==> src/rtl/eeprom_seq_pkg.sv <==
package eeprom_seq_pkg;

  localparam logic [1:0] OP_RD = 2'b10;
  localparam logic [1:0] OP_WR = 2'b01;

  // start bit + opcode + 8-bit address + 16 data cells
  localparam int FRAME_W = 1 + 2 + 8 + 16;

  typedef enum logic [1:0] {
    S_IDLE,
    S_SHIFT,
    S_DESEL,
    S_POLL
  } seq_state_t;

  function automatic logic [FRAME_W-1:0] build_frame(
    input logic [1:0]  op,
    input logic [7:0]  addr,
    input logic [15:0] wd
  );
    return {1'b1, op, addr, wd};
  endfunction

  function automatic logic [15:0] sum16(input logic [15:0] acc, input logic [15:0] w);
    return acc + w;
  endfunction

  function automatic logic word_blank(input logic [15:0] w);
    return (w == 16'hFFFF);
  endfunction

endpackage

==> src/rtl/ee_bit_timer.sv <==
module ee_bit_timer #(
  parameter int HALF_DIV = 2
) (
  input  logic clk,
  input  logic rst_n,
  input  logic run,
  output logic sk_phase,
  output logic cell_end
);
  localparam int CELL = 2 * HALF_DIV;
  localparam int CW   = (CELL > 2) ? $clog2(CELL) : 1;

  logic [CW-1:0] cnt_q;

  always_ff @(posedge clk or negedge rst_n) begin
    if (!rst_n) begin
      cnt_q <= '0;
    end else if (!run || cell_end) begin
      cnt_q <= '0;
    end else begin
      cnt_q <= cnt_q + 1'b1;
    end
  end

  assign sk_phase = run && (cnt_q >= CW'(HALF_DIV));
  assign cell_end = run && (cnt_q == CW'(CELL - 1));
endmodule

==> src/rtl/ee_shifter.sv <==
module ee_shifter #(
  parameter int FRAME_W = 27
) (
  input  logic               clk,
  input  logic               rst_n,
  input  logic               load,
  input  logic [FRAME_W-1:0] frame,
  input  logic               step,
  input  logic               sdi,
  output logic               sdo,
  output logic [15:0]        rx_now
);
  logic [FRAME_W-1:0] tx_q;
  logic [14:0]        rx_q;

  always_ff @(posedge clk or negedge rst_n) begin
    if (!rst_n) begin
      tx_q <= '0;
      rx_q <= '0;
    end else if (load) begin
      tx_q <= frame;
      rx_q <= '0;
    end else if (step) begin
      tx_q <= {tx_q[FRAME_W-2:0], 1'b0};
      rx_q <= rx_now[14:0];
    end
  end

  assign sdo    = tx_q[FRAME_W-1];
  assign rx_now = {rx_q, sdi};
endmodule

==> src/rtl/eeprom_cmd_seq.sv <==
module eeprom_cmd_seq
  import eeprom_seq_pkg::*;
#(
  parameter int HALF_DIV   = 2,
  parameter int LOAD_WORDS = 4,
  parameter int LOAD_BASE  = 0
) (
  input  logic        clk,
  input  logic        rst_n,
  input  logic        cmd_we,
  input  logic [9:0]  cmd_word,
  input  logic [15:0] cmd_wdata,
  input  logic        soft_rst_req,
  output logic [15:0] rd_data,
  output logic [15:0] self_stat,
  output logic        cfg_we,
  output logic [7:0]  cfg_addr,
  output logic [15:0] cfg_data,
  output logic        ee_cs,
  output logic        ee_sk,
  output logic        ee_di,
  input  logic        ee_do
);
  localparam int LD_W = (LOAD_WORDS > 1) ? $clog2(LOAD_WORDS) : 1;
  localparam int BC_W = $clog2(FRAME_W);

  seq_state_t       state_q;
  logic             load_pend_q, from_load_q;
  logic [LD_W-1:0]  ld_cnt_q;
  logic [BC_W-1:0]  bit_q;
  logic [1:0]       op_q;
  logic [7:0]       addr_q;
  logic [15:0]      sum_q;
  logic             init_done_q, present_q, ok_q;

  // named internal events
  logic        start_load, cmd_accept, go, frame_done, desel_done, poll_ready;
  logic        run, sk_phase, cell_end, sdo;
  logic [1:0]  go_op;
  logic [7:0]  go_addr;
  logic [15:0] rx_now, sum_next;
  logic        pres_next, last_word;

  assign start_load = (state_q == S_IDLE) && load_pend_q;
  assign cmd_accept = (state_q == S_IDLE) && !load_pend_q && cmd_we &&
                      ((cmd_word[9:8] == OP_RD) || (cmd_word[9:8] == OP_WR));
  assign go         = start_load || cmd_accept;
  assign go_op      = start_load ? OP_RD : cmd_word[9:8];
  assign go_addr    = start_load ? (8'(LOAD_BASE) + 8'(ld_cnt_q)) : cmd_word[7:0];
  assign frame_done = (state_q == S_SHIFT) && cell_end && (bit_q == BC_W'(FRAME_W - 1));
  assign desel_done = (state_q == S_DESEL) && cell_end;
  assign poll_ready = (state_q == S_POLL) && ee_do;
  assign run        = (state_q == S_SHIFT) || (state_q == S_DESEL);

  assign sum_next  = sum16(sum_q, rx_now);
  assign pres_next = (ld_cnt_q == '0) ? !word_blank(rx_now) : present_q;
  assign last_word = (ld_cnt_q == LD_W'(LOAD_WORDS - 1));

  ee_bit_timer #(.HALF_DIV(HALF_DIV)) u_timer (
    .clk(clk), .rst_n(rst_n), .run(run), .sk_phase(sk_phase), .cell_end(cell_end)
  );

  ee_shifter #(.FRAME_W(FRAME_W)) u_shift (
    .clk(clk), .rst_n(rst_n), .load(go),
    .frame(build_frame(go_op, go_addr, start_load ? 16'h0000 : cmd_wdata)),
    .step((state_q == S_SHIFT) && cell_end), .sdi(ee_do),
    .sdo(sdo), .rx_now(rx_now)
  );

  always_ff @(posedge clk or negedge rst_n) begin
    if (!rst_n) begin
      state_q <= S_IDLE;   load_pend_q <= 1'b1; from_load_q <= 1'b0;
      ld_cnt_q <= '0;      bit_q <= '0;         op_q <= OP_RD;
      addr_q <= '0;        sum_q <= '0;         rd_data <= '0;
      init_done_q <= 1'b0; present_q <= 1'b0;   ok_q <= 1'b0;
      cfg_we <= 1'b0;      cfg_addr <= '0;      cfg_data <= '0;
    end else if (soft_rst_req) begin
      state_q <= S_IDLE;   load_pend_q <= 1'b1; from_load_q <= 1'b0;
      ld_cnt_q <= '0;      bit_q <= '0;         op_q <= OP_RD;
      addr_q <= '0;        sum_q <= '0;
      init_done_q <= 1'b0; present_q <= 1'b0;   ok_q <= 1'b0;
      cfg_we <= 1'b0;
    end else begin
      cfg_we <= 1'b0;
      unique case (state_q)
        S_IDLE: if (go) begin
          state_q     <= S_SHIFT;
          bit_q       <= '0;
          op_q        <= go_op;
          addr_q      <= go_addr;
          from_load_q <= start_load;
        end
        S_SHIFT: if (cell_end) begin
          bit_q <= bit_q + 1'b1;
          if (frame_done) begin
            if (op_q == OP_WR) begin
              state_q <= S_DESEL;
            end else begin
              state_q <= S_IDLE;
              if (from_load_q) begin
                cfg_we    <= 1'b1;
                cfg_addr  <= addr_q;
                cfg_data  <= rx_now;
                present_q <= pres_next;
                sum_q     <= sum_next;
                if (last_word) begin
                  load_pend_q <= 1'b0;
                  init_done_q <= 1'b1;
                  ok_q        <= pres_next && (sum_next == 16'h0000);
                end else begin
                  ld_cnt_q <= ld_cnt_q + 1'b1;
                end
              end else begin
                rd_data <= rx_now;
              end
            end
          end
        end
        S_DESEL: if (desel_done) state_q <= S_POLL;
        S_POLL:  if (poll_ready) state_q <= S_IDLE;
        default: state_q <= S_IDLE;
      endcase
    end
  end

  assign ee_cs = (state_q == S_SHIFT) || (state_q == S_POLL);
  assign ee_sk = (state_q == S_SHIFT) && sk_phase;
  assign ee_di = (state_q == S_SHIFT) && sdo;

  always_comb begin
    self_stat     = 16'h0000;
    self_stat[7]  = init_done_q;
    self_stat[8]  = (state_q != S_IDLE) || load_pend_q;
    self_stat[9]  = present_q;
    self_stat[10] = ok_q;
  end
endmodule

==> config.mk <==
export PLATFORM = sky130hd
export DESIGN_NAME = eeprom_cmd_seq
export DESIGN_NICKNAME = d
export VERILOG_FILES = /design/src/rtl/eeprom_seq_pkg.sv /design/src/rtl/ee_bit_timer.sv /design/src/rtl/ee_shifter.sv /design/src/rtl/eeprom_cmd_seq.sv
export SDC_FILE = /design/constraint.sdc
export NUM_CORES = 1
export LEC_CHECK = 0
export BUFFER_PORTS_ARGS = -buffer_cell sky130_fd_sc_hd__buf_2
export CORE_MARGIN = 4
export CORE_UTILIZATION = 40
export CTS_CLUSTER_DIAMETER = 30
export DETAILED_ROUTE_END_ITERATION = 12
export PLACE_DENSITY_LB_ADDON = 0.3
export SLEW_MARGIN = 0
export SYNTH_ARGS = -nofsm -noshare
export SYNTH_HDL_FRONTEND = slang
export SYNTH_SLANG_ARGS = --single-unit
export TNS_END_PERCENT = 10
==> constraint.sdc <==
create_clock -name clk -period 5.69 [get_ports clk]
set_input_delay 0.569 -clock clk [delete_from_list [all_inputs] [get_ports clk]]
set_output_delay 0.569 -clock clk [all_outputs]
set_load 0.02 [all_outputs]
==> flow_summary.toml <==
[run]
drv_cap = 0

[timing]
finalCritPeriodShare_pct = 69.1
skew_ns = 0.00763
worst_pin_slew_ns = 0.957
slew_violations = 0
max_freq_mhz = 254
min_period_ns = 3.93
setup-tns-final_ns = 0
slew_headroom_pct = 36.2
setup_viol_count_final = 0
rsz0062_at_grt = "false"
report.final.hold_viol_count = 0

[logic_synthesis]
synth_area_leaders = "dfrtp_1 (48%), nand2_1 (8.7%), mux2_2 (6.9%)"
synth_area_um2 = 6400
synthArstFlopShare_pct = 100
muxShareOfSynthArea_pct = 7.35
yosys.cell_count.top_type = "nand2_1"
synth_seq_area_share_pct = 48.9
yosysTopAreaCell = "dfrtp_1"
netlist.area_leader.share_pct = 48.1
synth_compound_area_share_pct = 14.1
syn_inst = 668
yosys.area_share.xor_xnor_pct = 1.09
yosys.area_share.adder_pct = 5.40
synth_edf_count = 0
synthDistinctLibCells = 61
synth_top_family_by_area = "simple AND/OR/NAND/NOR gates"
synth_ff_type = "dfrtp_1"
syn_avg_cell_area_um2 = 9.58
synth_seq_cells = 125
ys_warn_count = 0
synth-simple-area-share_pct = 18.3
synth_common_cells = "nand2_1 (149), dfrtp_1 (123), a21oi_1 (61)"

[finish]
final_nets = 792
syn_to_final_growth_pct = 16.6
finalNonFillerCells = 957
drive_above_1_share_pct = 22.1
diodes = 0
fin_area_um2 = 7460

[global_routing]
antenna_found_initial = 0
grt_pass1_wl_um = 24800
grt_max_degree = 70
grt_pass1_vias = 5135
grt_use_total_pct = 16.9
gr-total-overflow = 0

[detailed_routing]
drt_iter0_markers = 351
num_vias = 5105
drc = 0
routedWlPerCell_um = 15.4
ant_nets = 0
dr.pass1.iters = 4
post_drt_via_cell_ratio = 5.33
routed_wl_um = 14700

[placement]
place_hpwl_um = 10200
place_area_um2 = 6890
placedCellCount = 926
gp_congestion = 0.880
io_buffer_count = 78

[hold_path]
hold_path_class = "in2async"

[floorplan]
fp.dieH_um = 134
die-area_um2 = 18100
core_area_um2 = 15400
die_w_um = 134
initial_core_util_pct = 41.5
ios = 91
rows = 45

[clocking]
cts.htree.levels = 4
cts_buffers = 17
hold_buffers = 0
cts_resized = 0
tritoncts = "done"
cts.clk_slew.worst_paths_ns = 0.05
cts.sinks = 125
clk_latency_ns = 0.42
clockBufferDepth = 2
cts_setup_buffers = 0
ctsRootBufferMaster = "clkbuf_16"

[pwr]
p_total_mw = 2.37
pwr_density_cell_nw_per_um2 = 317
max-vdd-ir-drop_mv = 0.214
power_leakage_nw = 3.63

[critical_path]
crit_fanout = 45
worstPathRequired_ns = 5.98
critPathCaptureType = "flip-flop"
crit_type = "reg2reg"
arrival_ns = 4.23
startpoint_type = "flip-flop"

[status]
outcome = "completed"
-- logic make-up (layout without fill, tap and decap cells) --
kind of cell | Yosys count | in the layout
buffers and inverters | 63 | 130
flip-flops | 125 | 125
multiplexers | 42 | 42
AND/OR/NAND/NOR | 263 | 263
other | 1 | 12
adder cells (fa/ha/maj) | 27 | 27
XOR/XNOR | 8 | 8
AO/OA/AOI/OAI | 139 | 139
-- registers in the layout (all words and copies together) (netlist names) --
name	count
u_shift.tx_q	27
cfg_data	16
rd_data	16
sum_q	16
u_shift.rx_q	15
addr_q	8
cfg_addr	8
bit_q	5
ld_cnt_q	2
op_q	2
state_q	2
u_timer.cnt_q	2
cfg_we	1
from_load_q	1
init_done_q	1
load_pend_q	1
ok_q	1
present_q	1
-- critical path: stages, from the launching register on --
cell	delay, ns
dfrtp_1	0.40
inv_1	0.12
ha_1	0.35
nand3_2	0.79
nor3_1	0.54
nand2_1	0.60
nor2_2	0.24
buf_4	0.35
mux2_2	0.38
-- layer usage --
layer  vias to the layer above  GRT usage, %  part of all wire [%]
li1                       2449             -                     -
met1                      2481          21.0                    44
met2                       144          28.5                    49
met3                        31          4.43                   5.0
met4                         0          6.39                   1.9
met5                         -             0                     0
-- worst paths after layout --
check | from | end | slack, ns | cells past startpoint
worst max-delay path | state_q[1] | cfg_data[10] | 1.76 | 8
worst min-delay path | rst_n | rd_data[12] | 0.27 | 1
worst max register to register | state_q[1] | cfg_data[10] | 1.76 | 8
worst min register to register | u_timer.cnt_q[0] | u_timer.cnt_q[0] | 0.45 | 1
max in group asynchronous | rst_n | addr_q[4] | 4.19 | 2
min in group clk | cmd_wdata[0] | u_shift.tx_q[0] | 0.38 | 3
-- stage by stage --
stage	utilization, %	hold slack [ns]	setup slack, ns
after CTS	48.4	0.300	1.72
after global placement	44.6	0.443	2.02
after global routing	48.4	0.357	1.37
after detailed placement	44.6	0.451	1.74
final	48.4	0.272	1.76
after floorplan	-	0.273	3.03
-- layout by cell type (no fill, tap or decap), drive strengths merged, types with 3 or more instances in the layout --
| cell | n |
|---|---|
| nand2b | 6 |
| clkinv | 6 |
| a31oi | 3 |
| clkbuf | 21 |
| or3 | 7 |
| nor2 | 37 |
| a211oi | 7 |
| inv | 17 |
| and2 | 5 |
| nand2 | 149 |
| conb | 12 |
| nand3 | 15 |
| or2 | 3 |
| a2111oi | 3 |
| o211a | 3 |
| nand4 | 8 |
| a311oi | 16 |
| a21o | 7 |
| buf | 82 |
| a21oi | 63 |
| dfrtp | 123 |
| o21ai | 20 |
| ha | 26 |
| mux2 | 40 |
| nor2b | 4 |
| xnor2 | 4 |
| xor2 | 4 |
| nor3 | 11 |
| and3 | 10 |
-- area by class of cell --
cell class                 count  area, um2
inverter                      17       63.8
clock buffer                  21        460
fill                        1463       7960
multi-input combinational    491       3010
tap                          211        264
clock inverter                10        116
sequential                   125       3130
timing repair buffer          82        423
-- power breakdown --
part | switching (mW) | internal (mW)
logic | 0.240 | 0.100
registers | 0.0324 | 0.944
clock network | 0.387 | 0.664
Power figures use the tool's default switching activity.
